--- config.mk ---
export PLATFORM = sky130hd
export DESIGN_NAME = twoway_cache_monitor
export DESIGN_NICKNAME = d
export VERILOG_FILES = /design/src/rtl/cmon_pkg.sv /design/src/rtl/cmon_obligation_fsm.sv /design/src/rtl/cmon_rule_eval.sv /design/src/rtl/cmon_sticky_flags.sv /design/src/rtl/cmon_wrap_counter.sv /design/src/rtl/twoway_cache_monitor.sv
export SDC_FILE = /design/constraint.sdc
export NUM_CORES = 1
export LEC_CHECK = 0
export ABC_AREA = 1
export BUFFER_PORTS_ARGS = -buffer_cell sky130_fd_sc_hd__buf_4
export CAP_MARGIN = 0
export CORE_MARGIN = 2
export CORE_UTILIZATION = 48
export CTS_CLUSTER_SIZE = 24
export DETAILED_ROUTE_END_ITERATION = 7
export PLACE_DENSITY = 0.83
export SYNTH_ARGS = -nofsm -noshare
export SYNTH_HDL_FRONTEND = slang
export SYNTH_SLANG_ARGS = --single-unit
--- constraint.sdc ---
create_clock -name clk -period 1.3 [get_ports clk]
set_input_delay 0 -clock clk [delete_from_list [all_inputs] [get_ports clk]]
set_output_delay 0 -clock clk [all_outputs]
set_load 0.005 [all_outputs]
--- src/rtl/cmon_pkg.sv ---
package cmon_pkg;
    typedef enum logic [1:0] {
        CHK_IDLE    = 2'd0,
        CHK_WR_WAY0 = 2'd1,
        CHK_WR_WAY1 = 2'd2,
        CHK_RD      = 2'd3
    } chk_state_t;

    typedef struct packed {
        logic collision;
        logic rd_latency;
        logic rd_strobe;
        logic wr_excl;
    } viol_t;

    localparam int NUM_VIOL = $bits(viol_t);
endpackage

--- src/rtl/cmon_obligation_fsm.sv ---
module cmon_obligation_fsm
    import cmon_pkg::*;
(
    input  logic       clk,
    input  logic       rst_n,
    input  logic       rd_req,
    input  logic       wr_req,
    input  logic       hint,
    output chk_state_t state
);
    chk_state_t state_nxt;

    // Transition selection: T_COLLIDE, T_RD, T_WR0, T_WR1, T_NONE
    always_comb begin
        if (rd_req && wr_req)
            state_nxt = CHK_IDLE;
        else if (rd_req)
            state_nxt = CHK_RD;
        else if (wr_req)
            state_nxt = hint ? CHK_WR_WAY1 : CHK_WR_WAY0;
        else
            state_nxt = CHK_IDLE;
    end

    always_ff @(posedge clk) begin
        if (!rst_n)
            state <= CHK_IDLE;
        else
            state <= state_nxt;
    end

    a_r1_write_origin: assert property (@(posedge clk) disable iff (!rst_n)
        (state == CHK_WR_WAY0 || state == CHK_WR_WAY1) |-> $past(wr_req && !rd_req));

    a_r9_hint_capture: assert property (@(posedge clk) disable iff (!rst_n)
        (state == CHK_WR_WAY1) |-> $past(hint));

    a_r6_collide_idle: assert property (@(posedge clk) disable iff (!rst_n)
        $past(rd_req && wr_req) |-> (state == CHK_IDLE));
endmodule

--- src/rtl/cmon_rule_eval.sv ---
module cmon_rule_eval
    import cmon_pkg::*;
(
    input  chk_state_t state,
    input  logic       rd_req,
    input  logic       wr_req,
    input  logic       w0_rd,
    input  logic       w0_wr,
    input  logic       w1_rd,
    input  logic       w1_wr,
    input  logic       t_rd,
    input  logic       m_rd,
    input  logic       d_vld,
    output viol_t      viol,
    output logic       rd_hit,
    output logic       rd_miss
);
    logic all_read;

    always_comb begin
        all_read = w0_rd & w1_rd & t_rd;
        viol = '0;
        rd_hit = 1'b0;
        rd_miss = 1'b0;

        // same-cycle rules
        viol.collision = rd_req & wr_req;
        viol.rd_strobe = rd_req & ~wr_req & ~all_read;

        // next-cycle rules chosen by the pending obligation
        unique case (state)
            CHK_IDLE: ;
            CHK_WR_WAY0: viol.wr_excl = ~(w0_wr & ~w1_wr);
            CHK_WR_WAY1: viol.wr_excl = ~(w1_wr & ~w0_wr);
            CHK_RD: begin
                viol.rd_latency = ~(m_rd | d_vld);
                rd_hit  = d_vld;
                rd_miss = ~d_vld;
            end
        endcase
    end

    always_comb begin
        a_r4_one_outcome: assert ($onehot0({rd_hit, rd_miss}));
    end
endmodule

--- src/rtl/cmon_sticky_flags.sv ---
module cmon_sticky_flags #(
    parameter int N = 4
) (
    input  logic         clk,
    input  logic         rst_n,
    input  logic [N-1:0] set,
    output logic [N-1:0] flags
);
    for (genvar g = 0; g < N; g++) begin : g_flag
        always_ff @(posedge clk) begin
            if (!rst_n)
                flags[g] <= 1'b0;
            else if (set[g])
                flags[g] <= 1'b1;
        end

        a_r7_sticky_hold: assert property (@(posedge clk) disable iff (!rst_n)
            $past(flags[g]) |-> flags[g]);
    end
endmodule

--- src/rtl/cmon_wrap_counter.sv ---
module cmon_wrap_counter #(
    parameter int CNT_W = 32
) (
    input  logic             clk,
    input  logic             rst_n,
    input  logic             inc,
    output logic [CNT_W-1:0] count
);
    localparam logic [CNT_W-1:0] ONE = {{(CNT_W-1){1'b0}}, 1'b1};

    always_ff @(posedge clk) begin
        if (!rst_n)
            count <= '0;
        else if (inc)
            count <= count + ONE;
    end

    a_r5_unit_step: assert property (@(posedge clk) disable iff (!rst_n)
        (count != $past(count)) |-> (count == $past(count) + ONE));
endmodule

--- src/rtl/twoway_cache_monitor.sv ---
module twoway_cache_monitor
    import cmon_pkg::*;
#(
    parameter int CNT_W = 32
) (
    input  logic             clk,
    input  logic             rst_n,
    input  logic             cpu_rd_req,
    input  logic             cpu_wr_req,
    input  logic             evict_hint,
    input  logic             way0_rd,
    input  logic             way0_wr,
    input  logic             way1_rd,
    input  logic             way1_wr,
    input  logic             tag_rd,
    input  logic             mem_rd,
    input  logic             cpu_data_vld,
    output logic             err_wr_excl,
    output logic             err_rd_strobe,
    output logic             err_rd_latency,
    output logic             err_collision,
    output logic [CNT_W-1:0] hit_count,
    output logic [CNT_W-1:0] miss_count
);
    localparam int NUM_CNT = 2;

    chk_state_t          state;
    viol_t               viol;
    viol_t               flags;
    logic                rd_hit;
    logic                rd_miss;
    logic [NUM_CNT-1:0]  cnt_inc;
    logic [CNT_W-1:0]    cnt_val [NUM_CNT];

    cmon_obligation_fsm u_fsm (
        .clk    (clk),
        .rst_n  (rst_n),
        .rd_req (cpu_rd_req),
        .wr_req (cpu_wr_req),
        .hint   (evict_hint),
        .state  (state)
    );

    cmon_rule_eval u_eval (
        .state   (state),
        .rd_req  (cpu_rd_req),
        .wr_req  (cpu_wr_req),
        .w0_rd   (way0_rd),
        .w0_wr   (way0_wr),
        .w1_rd   (way1_rd),
        .w1_wr   (way1_wr),
        .t_rd    (tag_rd),
        .m_rd    (mem_rd),
        .d_vld   (cpu_data_vld),
        .viol    (viol),
        .rd_hit  (rd_hit),
        .rd_miss (rd_miss)
    );

    cmon_sticky_flags #(.N(NUM_VIOL)) u_flags (
        .clk   (clk),
        .rst_n (rst_n),
        .set   (viol),
        .flags (flags)
    );

    assign cnt_inc = {rd_miss, rd_hit};

    for (genvar c = 0; c < NUM_CNT; c++) begin : g_cnt
        cmon_wrap_counter #(.CNT_W(CNT_W)) u_cnt (
            .clk   (clk),
            .rst_n (rst_n),
            .inc   (cnt_inc[c]),
            .count (cnt_val[c])
        );
    end

    assign hit_count      = cnt_val[0];
    assign miss_count     = cnt_val[1];
    assign err_wr_excl    = flags.wr_excl;
    assign err_rd_strobe  = flags.rd_strobe;
    assign err_rd_latency = flags.rd_latency;
    assign err_collision  = flags.collision;

    a_r4_hit_origin: assert property (@(posedge clk) disable iff (!rst_n)
        (hit_count != $past(hit_count)) |-> ($past(state) == CHK_RD && $past(cpu_data_vld)));

    a_r4_miss_origin: assert property (@(posedge clk) disable iff (!rst_n)
        (miss_count != $past(miss_count)) |-> ($past(state) == CHK_RD && !$past(cpu_data_vld)));

    a_r8_single_count: assert property (@(posedge clk) disable iff (!rst_n)
        (hit_count != $past(hit_count)) |-> (miss_count == $past(miss_count)));

    a_r3_latency_origin: assert property (@(posedge clk) disable iff (!rst_n)
        $rose(err_rd_latency) |-> ($past(state) == CHK_RD && !$past(mem_rd) && !$past(cpu_data_vld)));
endmodule

==> results of run 1 <==
-- path summary, 6_finish.rpt --
kind                                              start                        to  slack, ps  cells after the start
worst min register to register  g_cnt[0].u_cnt.count[8]   g_cnt[0].u_cnt.count[8]        490                      2
worst min-delay path                            way0_wr          u_flags.flags[0]         50                      6
worst max register to register           u_fsm.state[0]  g_cnt[0].u_cnt.count[11]       -160                      7
worst max-delay path                     u_fsm.state[0]  g_cnt[0].u_cnt.count[11]       -160                      7
-- per-layer routing --
metal / global-route usage (%) / vias up / share of wire (%)
li1: - / 2208 / -
met1: 29.6 / 2078 / 40
met2: 51.1 / 189 / 51
met3: 4.27 / 32 / 5.8
met4: 11.9 / 0 / 2.6
met5: 0 / - / 0
-- registers in the layout, summed over array words and instances, names as in the netlist --
register / flops
g_cnt.u_cnt.count: 64
u_flags.flags: 4
u_fsm.state: 2
-- Yosys cell counts (2+ instances only) --
cell type,number,area share [%]
nand2_1,133,13
nor3_1,5,0.67
nand3b_1,2,0.40
o21ai_0,19,2.6
nand4_1,18,3.0
and2_1,3,0.50
nand2_2,4,0.67
buf_1,2,0.20
nor2_4,6,1.8
xnor2_1,3,0.71
clkbuf_1,5,0.50
dfxtp_1,70,38
nand3_1,42,5.6
ha_1,5,1.7
o21ai_1,3,0.40
a21oi_1,28,3.8
nor2_2,8,1.3
inv_1,81,8.2
nor2_1,131,13
xor2_1,6,1.4
a31oi_1,2,0.34
inv_2,2,0.20
o21a_1,2,0.40
-- what timing repair did --
item / CTS / global route
gates resized for setup: 30 / 73
hold buffers: 6 / 0
endpoints found under the setup margin: 54 / 59
buffers inserted: 5 / 1
pin swaps: 13 / 8
endpoints found under the hold margin: 4 / 0
-- final cells by class --
| type | count | area, µm² |
|---|---|---|
| well taps | 102 | 128 |
| fillers | 536 | 1890 |
| clock inverters | 4 | 25.0 |
| clock buffers | 11 | 141 |
| inverters | 84 | 323 |
| multi-input cells | 424 | 2260 |
| flip-flops and latches | 70 | 1460 |
| repair buffers | 180 | 1380 |
-- worst max-delay path, stage by stage, from the launching register on --
cell	delay, ps
dfxtp_2	350
ha_4	170
nand2_4	90
nor2_1	200
nand3_2	140
buf_4	170
xor2_1	160
nor2_1	60
-- power groups by stage --
stage	clock [mW]	sequential (mW)	combinational, mW
floorplan	0	2.22	0.0905
global placement	0	2.22	0.174
detailed placement	0	2.22	0.185
CTS	1.59	2.17	0.204
global route	1.66	2.16	0.229
finish	1.57	2.16	0.212
-- cell families after synthesis --
kind of cell | count (synthesis)
buffers and inverters | 91
AO/OA/AOI/OAI | 55
adder cells (fa/ha/maj) | 5
flip-flops | 70
XOR/XNOR | 9
AND/OR/NAND/NOR | 355
-- stage by stage --
stage                     hold slack [ps]  area (µm²)  utilization, %  std cells  power [mW]
after floorplan                       161        3820               -        585        2.31
after global placement                271        5190            68.2        849        2.39
after detailed placement              288        5190            68.2        849        2.40
after CTS                            51.2        5530            72.7        875        3.96
after global routing                 92.2        5720            75.2        875        4.05
final                                54.7        5720            75.2        875        3.94
==> metrics.txt, run 1 <==
clock latency on the worst-skew pair=350 ps; post-route setup slack=-164 ps; Rel. slew slack=54.8%; Post-synth EDFFs=0; vias in the first global route=4349; Final Wtd Congestion=0.921; Startpoint Class=register; Final nets=786; HP Class=input pin to register; failing checks=setup timing; switch share=24.5%; Synth Area per Inst=6.36 µm²; leakage=2.53 nW; most common cell after layout, fill and taps aside=buf_4; Primary FF master, synth=dfxtp_1; simple-gate portion of the synthesized area=41.7%; routed via count=4507; row count=32; # clock sinks=70; P_int=2.97 mW; Synth Area in Adders=1.68%; Layout Skew=11.6 ps; Die Wd=92.0 µm; Final Critical Period=1460 ps; XOR/XNOR share of the synthesized area=2.12%; Sum Neg Setup Slack=-3690 ps; crit path kind=register to register; Starting Density=48.9%; fraction of layout cells with a size suffix above 1=39.3%; RSZ-0062 raised after global routing=yes; register bit total from synthesis=70; Total GRT Usage=27.1%; combinational power share=5.4%; register area share after synthesis=37.7%; root buf cell=clkbuf_8; Setup crit end kind=register; Clock Pin Slew Worst Setup and Hold Paths=80 ps; ys async rst share=0%; mux contribution to synthesized area=0%; WP data required=1540 ps; TritonCTS clock tree=done; Routed WL per cell=13.6 µm; max-cap viol count=0; Final Max Slew Viols=0; Synth warnings=0; Hold Violations, Final=0; Antenna Nets Post-Route=0; Least-Margin Pin Slew=678 ps; first-pass GRT wire length=18.7 mm; Max rail drop VDD=0.477 mV; leading cell types in the layout, fill and taps excluded=171 x buf_4, 117 x nand2_1, 111 x nor2_1, 77 x inv_1, 35 x dfxtp_1; Post-Syn Instances=585; Final period util=113%; dominant combinational cell family by area after synthesis=simple AND/OR/NAND/NOR gates; area of the die=8470 µm²; sequential power share=54.8%; synth-to-layout area growth=53.7%; I/O pin cnt=80; grt ovf=0; cell area after synthesis=3720 µm²; largest net degree at the start of global routing=48; Final Setup Violations=50; status=finished with violations; DP Worst Slack=-135 ps; hpwl dp=8.27 mm; DIE HEIGHT=92.0 µm; PortBufs=79; number of diodes=0; 1st-iter DRT viols=191; complex-gate fraction of the synthesized area=7.67%; Mapped Nets=602; clock power share=39.8%; final wirelength=11.9 mm; fmax=0.683 GHz; total CTS buffers=9; initial antenna violation count=0; count of different cell masters after synthesis=28; H-Tree Depth=3; Vias/cell=5.15; Worst Path Arrival=1700 ps; crit-path max FO=5; clock tree buffer depth=2; core footprint=7610 µm²; sw power=0.966 mW; DRC viols=0; Initial DRT Pass Iterations=4; pwr/cell area=689 nW/µm²
Note: power is estimated with default switching activity, not from simulation.
==> run 2, diff against run 1 <==
--- a/config.mk
+++ b/config.mk
@@ -12,7 +12,7 @@
 export CORE_UTILIZATION = 48
 export CTS_CLUSTER_SIZE = 24
 export DETAILED_ROUTE_END_ITERATION = 7
-export PLACE_DENSITY = 0.83
+export PLACE_DENSITY = 0.82
 export SYNTH_ARGS = -nofsm -noshare
 export SYNTH_HDL_FRONTEND = slang
 export SYNTH_SLANG_ARGS = --single-unit
==> run 2 against run 1 <==
The flow still finishes with violations (setup timing). Combinational power increased by 4%. Global-route usage increased by 0.51 points. Routed wire length grew 7.3%. Cell count is 1.1% higher. Core utilization increased by 2.1 points. Total power is 1.5% higher. Via count up 3.7%. Worst hold slack got worse by 1.5 ps. Largest power group unchanged.
==> metrics.txt, run 2 (synthesis results as in run 1) <==
Initial DRT Pass Iterations=5 (was 4); largest net degree at the start of global routing=29 (was 48); fraction of layout cells with a size suffix above 1=42.8% (was 39.3%); number of diodes=0 (unchanged); Final Critical Period=1630 ps (was 1460 ps); max-cap viol count=0 (unchanged); Hold Violations, Final=0 (unchanged); CP most frequent cell=nor2_1 (unchanged); synth-to-layout area growth=58.1% (was 53.7%); area of the die=8470 µm² (unchanged); slowest CP cell=dfxtp_2 (unchanged); Top reg by flops=g_cnt.u_cnt.count (unchanged); launching point of the worst reg2reg path=u_fsm.state[0] (unchanged); Vias/cell=5.28 (was 5.15); hpwl dp=8.05 mm (was 8.27 mm); fmax=0.615 GHz (was 0.683 GHz); Final nets=795 (was 786); Final period util=125% (was 113%); Final Setup Violations=52 (was 50); Final Wtd Congestion=0.906 (was 0.921); I/O pin cnt=80 (unchanged); Clock Pin Slew Worst Setup and Hold Paths=80 ps (about the same); total CTS buffers=9 (unchanged); routed via count=4673 (was 4507); Hold Slack=53.2 ps (was 54.7 ps); pwr/cell area=680 nW/µm² (was 689 nW/µm²); Regs by FF count=g_cnt.u_cnt.count x64, u_flags.flags x4, u_fsm.state x2 (unchanged); # clock sinks=70 (unchanged); Filler Cells Inserted=504 (was 536); 1st-iter DRT viols=314 (was 191); Sum Neg Setup Slack=-4420 ps (was -3690 ps); clock tree buffer depth=2 (unchanged); HP Class=input pin to register (unchanged); failing checks=setup timing (unchanged); Post-DP Area=5200 µm² (was 5190 µm²); Buf/Inv on CP=1 (unchanged); H-Tree Depth=3 (unchanged); Core Util, Final=77.3% (was 75.2%); WP data required=1540 ps (about the same); final wirelength=12.8 mm (was 11.9 mm); core footprint=7610 µm² (unchanged); Worst Hold Path Cells=6 (unchanged); R2R depth=7 (unchanged); max FFs per register=64 (unchanged); RSZ-0062 raised after global routing=yes (unchanged); row count=32 (unchanged); slowest stage delay, CP=360 ps (was 350 ps); Routed WL per cell=14.4 µm (was 13.6 µm); status=finished with violations (unchanged); TritonCTS clock tree=done (unchanged); root buf cell=clkbuf_8 (unchanged); vias in the first global route=4387 (was 4349); crit-path max FO=5 (unchanged); crit path kind=register to register (unchanged); Hold Crit Start=way0_wr (unchanged); Rel. slew slack=68.6% (was 54.8%); Total GRT Usage=27.6% (was 27.1%); post-route setup slack=-325 ps (was -164 ps); Setup crit end kind=register (unchanged); Worst Path Arrival=1870 ps (was 1700 ps); Least-Margin Pin Slew=471 ps (was 678 ps); instance count on the critical path=7 (unchanged); Startpoint Class=register (unchanged); leakage=2.61 nW (was 2.53 nW); Max rail drop VDD=0.588 mV (was 0.477 mV); grt ovf=0 (unchanged); clock latency on the worst-skew pair=360 ps (was 350 ps); first-pass GRT wire length=19.0 mm (was 18.7 mm); DIE HEIGHT=92.0 µm (unchanged); Antenna Nets Post-Route=0 (unchanged); final instance area=5880 µm² (was 5720 µm²); most common cell after layout, fill and taps aside=buf_4 (unchanged); CP cell instances=ha_4 > nand2_4 > buf_4 > nor2_1 > nand3_1 > o21ai_0 > nor2_1 (was ha_4 > nand2_4 > nor2_1 > nand3_2 > buf_4 > xor2_1 > nor2_1); leading cell types in the layout, fill and taps excluded=181 x buf_4, 117 x nand2_1, 103 x nor2_1, 76 x inv_1, 34 x dfxtp_1 (was 171 x buf_4, 117 x nand2_1, 111 x nor2_1, 77 x inv_1, 35 x dfxtp_1); DRC viols=0 (unchanged); Die Wd=92.0 µm (unchanged); Starting Density=48.9% (unchanged); initial antenna violation count=0 (unchanged); Total Power Consumption=4.00 mW (was 3.94 mW); Layout Skew=11.9 ps (was 11.6 ps); PortBufs=79 (unchanged); Final Max Slew Viols=0 (unchanged); worst setup path start=u_fsm.state[0] (unchanged); Worst path top cell family by delay=simple AND/OR/NAND/NOR gates (unchanged)
## run 2: metal layers
metal	vias to the layer above	global-route usage, %	wire, µm
li1	2219	-	-
met4	0	11.7	508
met5	-	0	0
met1	2170	32.9	4960
met2	226	48.8	6310
met3	58	4.68	994
## run 2: final cells by class
class	instances	area, µm²	area share [%]
repair buffers	189	1440	24.5
clock buffers	9	124	2.11
well taps	102	128	2.17
multi-input cells	424	2350	40.0
flip-flops and latches	70	1460	24.8
inverters	84	325	5.53
clock inverters	7	47.5	0.808
## run 2: per-stage QoR
stage,cells,worst slack [ps]
CTS,878,-100
global placement,851,-109
detailed placement,851,-167
global route,885,-316
finish,885,-325
floorplan,585,-22.3
## run 2: worst reg2reg max path, delay by kind of cell (launching register included)
family                   cells  cell delay (ps)
flip-flops                   1              360
adder cells (fa/ha/maj)      1              180
AO/OA/AOI/OAI                1              310
AND/OR/NAND/NOR              4              500
buffers and inverters        1              170
## run 2: power by group
group | internal [mW] | switching [mW] | total (mW)
combinational | 0.104 | 0.117 | 0.221
clock | 0.692 | 0.926 | 1.62
sequential | 2.15 | 0.0124 | 2.16
## run 2: final timing paths
| kind | to | slack [ps] |
|---|---|---|
| worst max-delay path | g_cnt[0].u_cnt.count[28] | -330 |
| worst min-delay path | u_flags.flags[0] | 50 |
| worst min register to register | u_flags.flags[2] | 470 |
| worst max register to register | g_cnt[0].u_cnt.count[28] | -330 |
## run 2: repair_timing
item                       CTS  global route
setup endpoints to repair   45            55
setup buffers                5             9
pin swaps                   19            22
hold buffers                 6             0
gates resized for setup     45            84
hold endpoints to repair     4             0
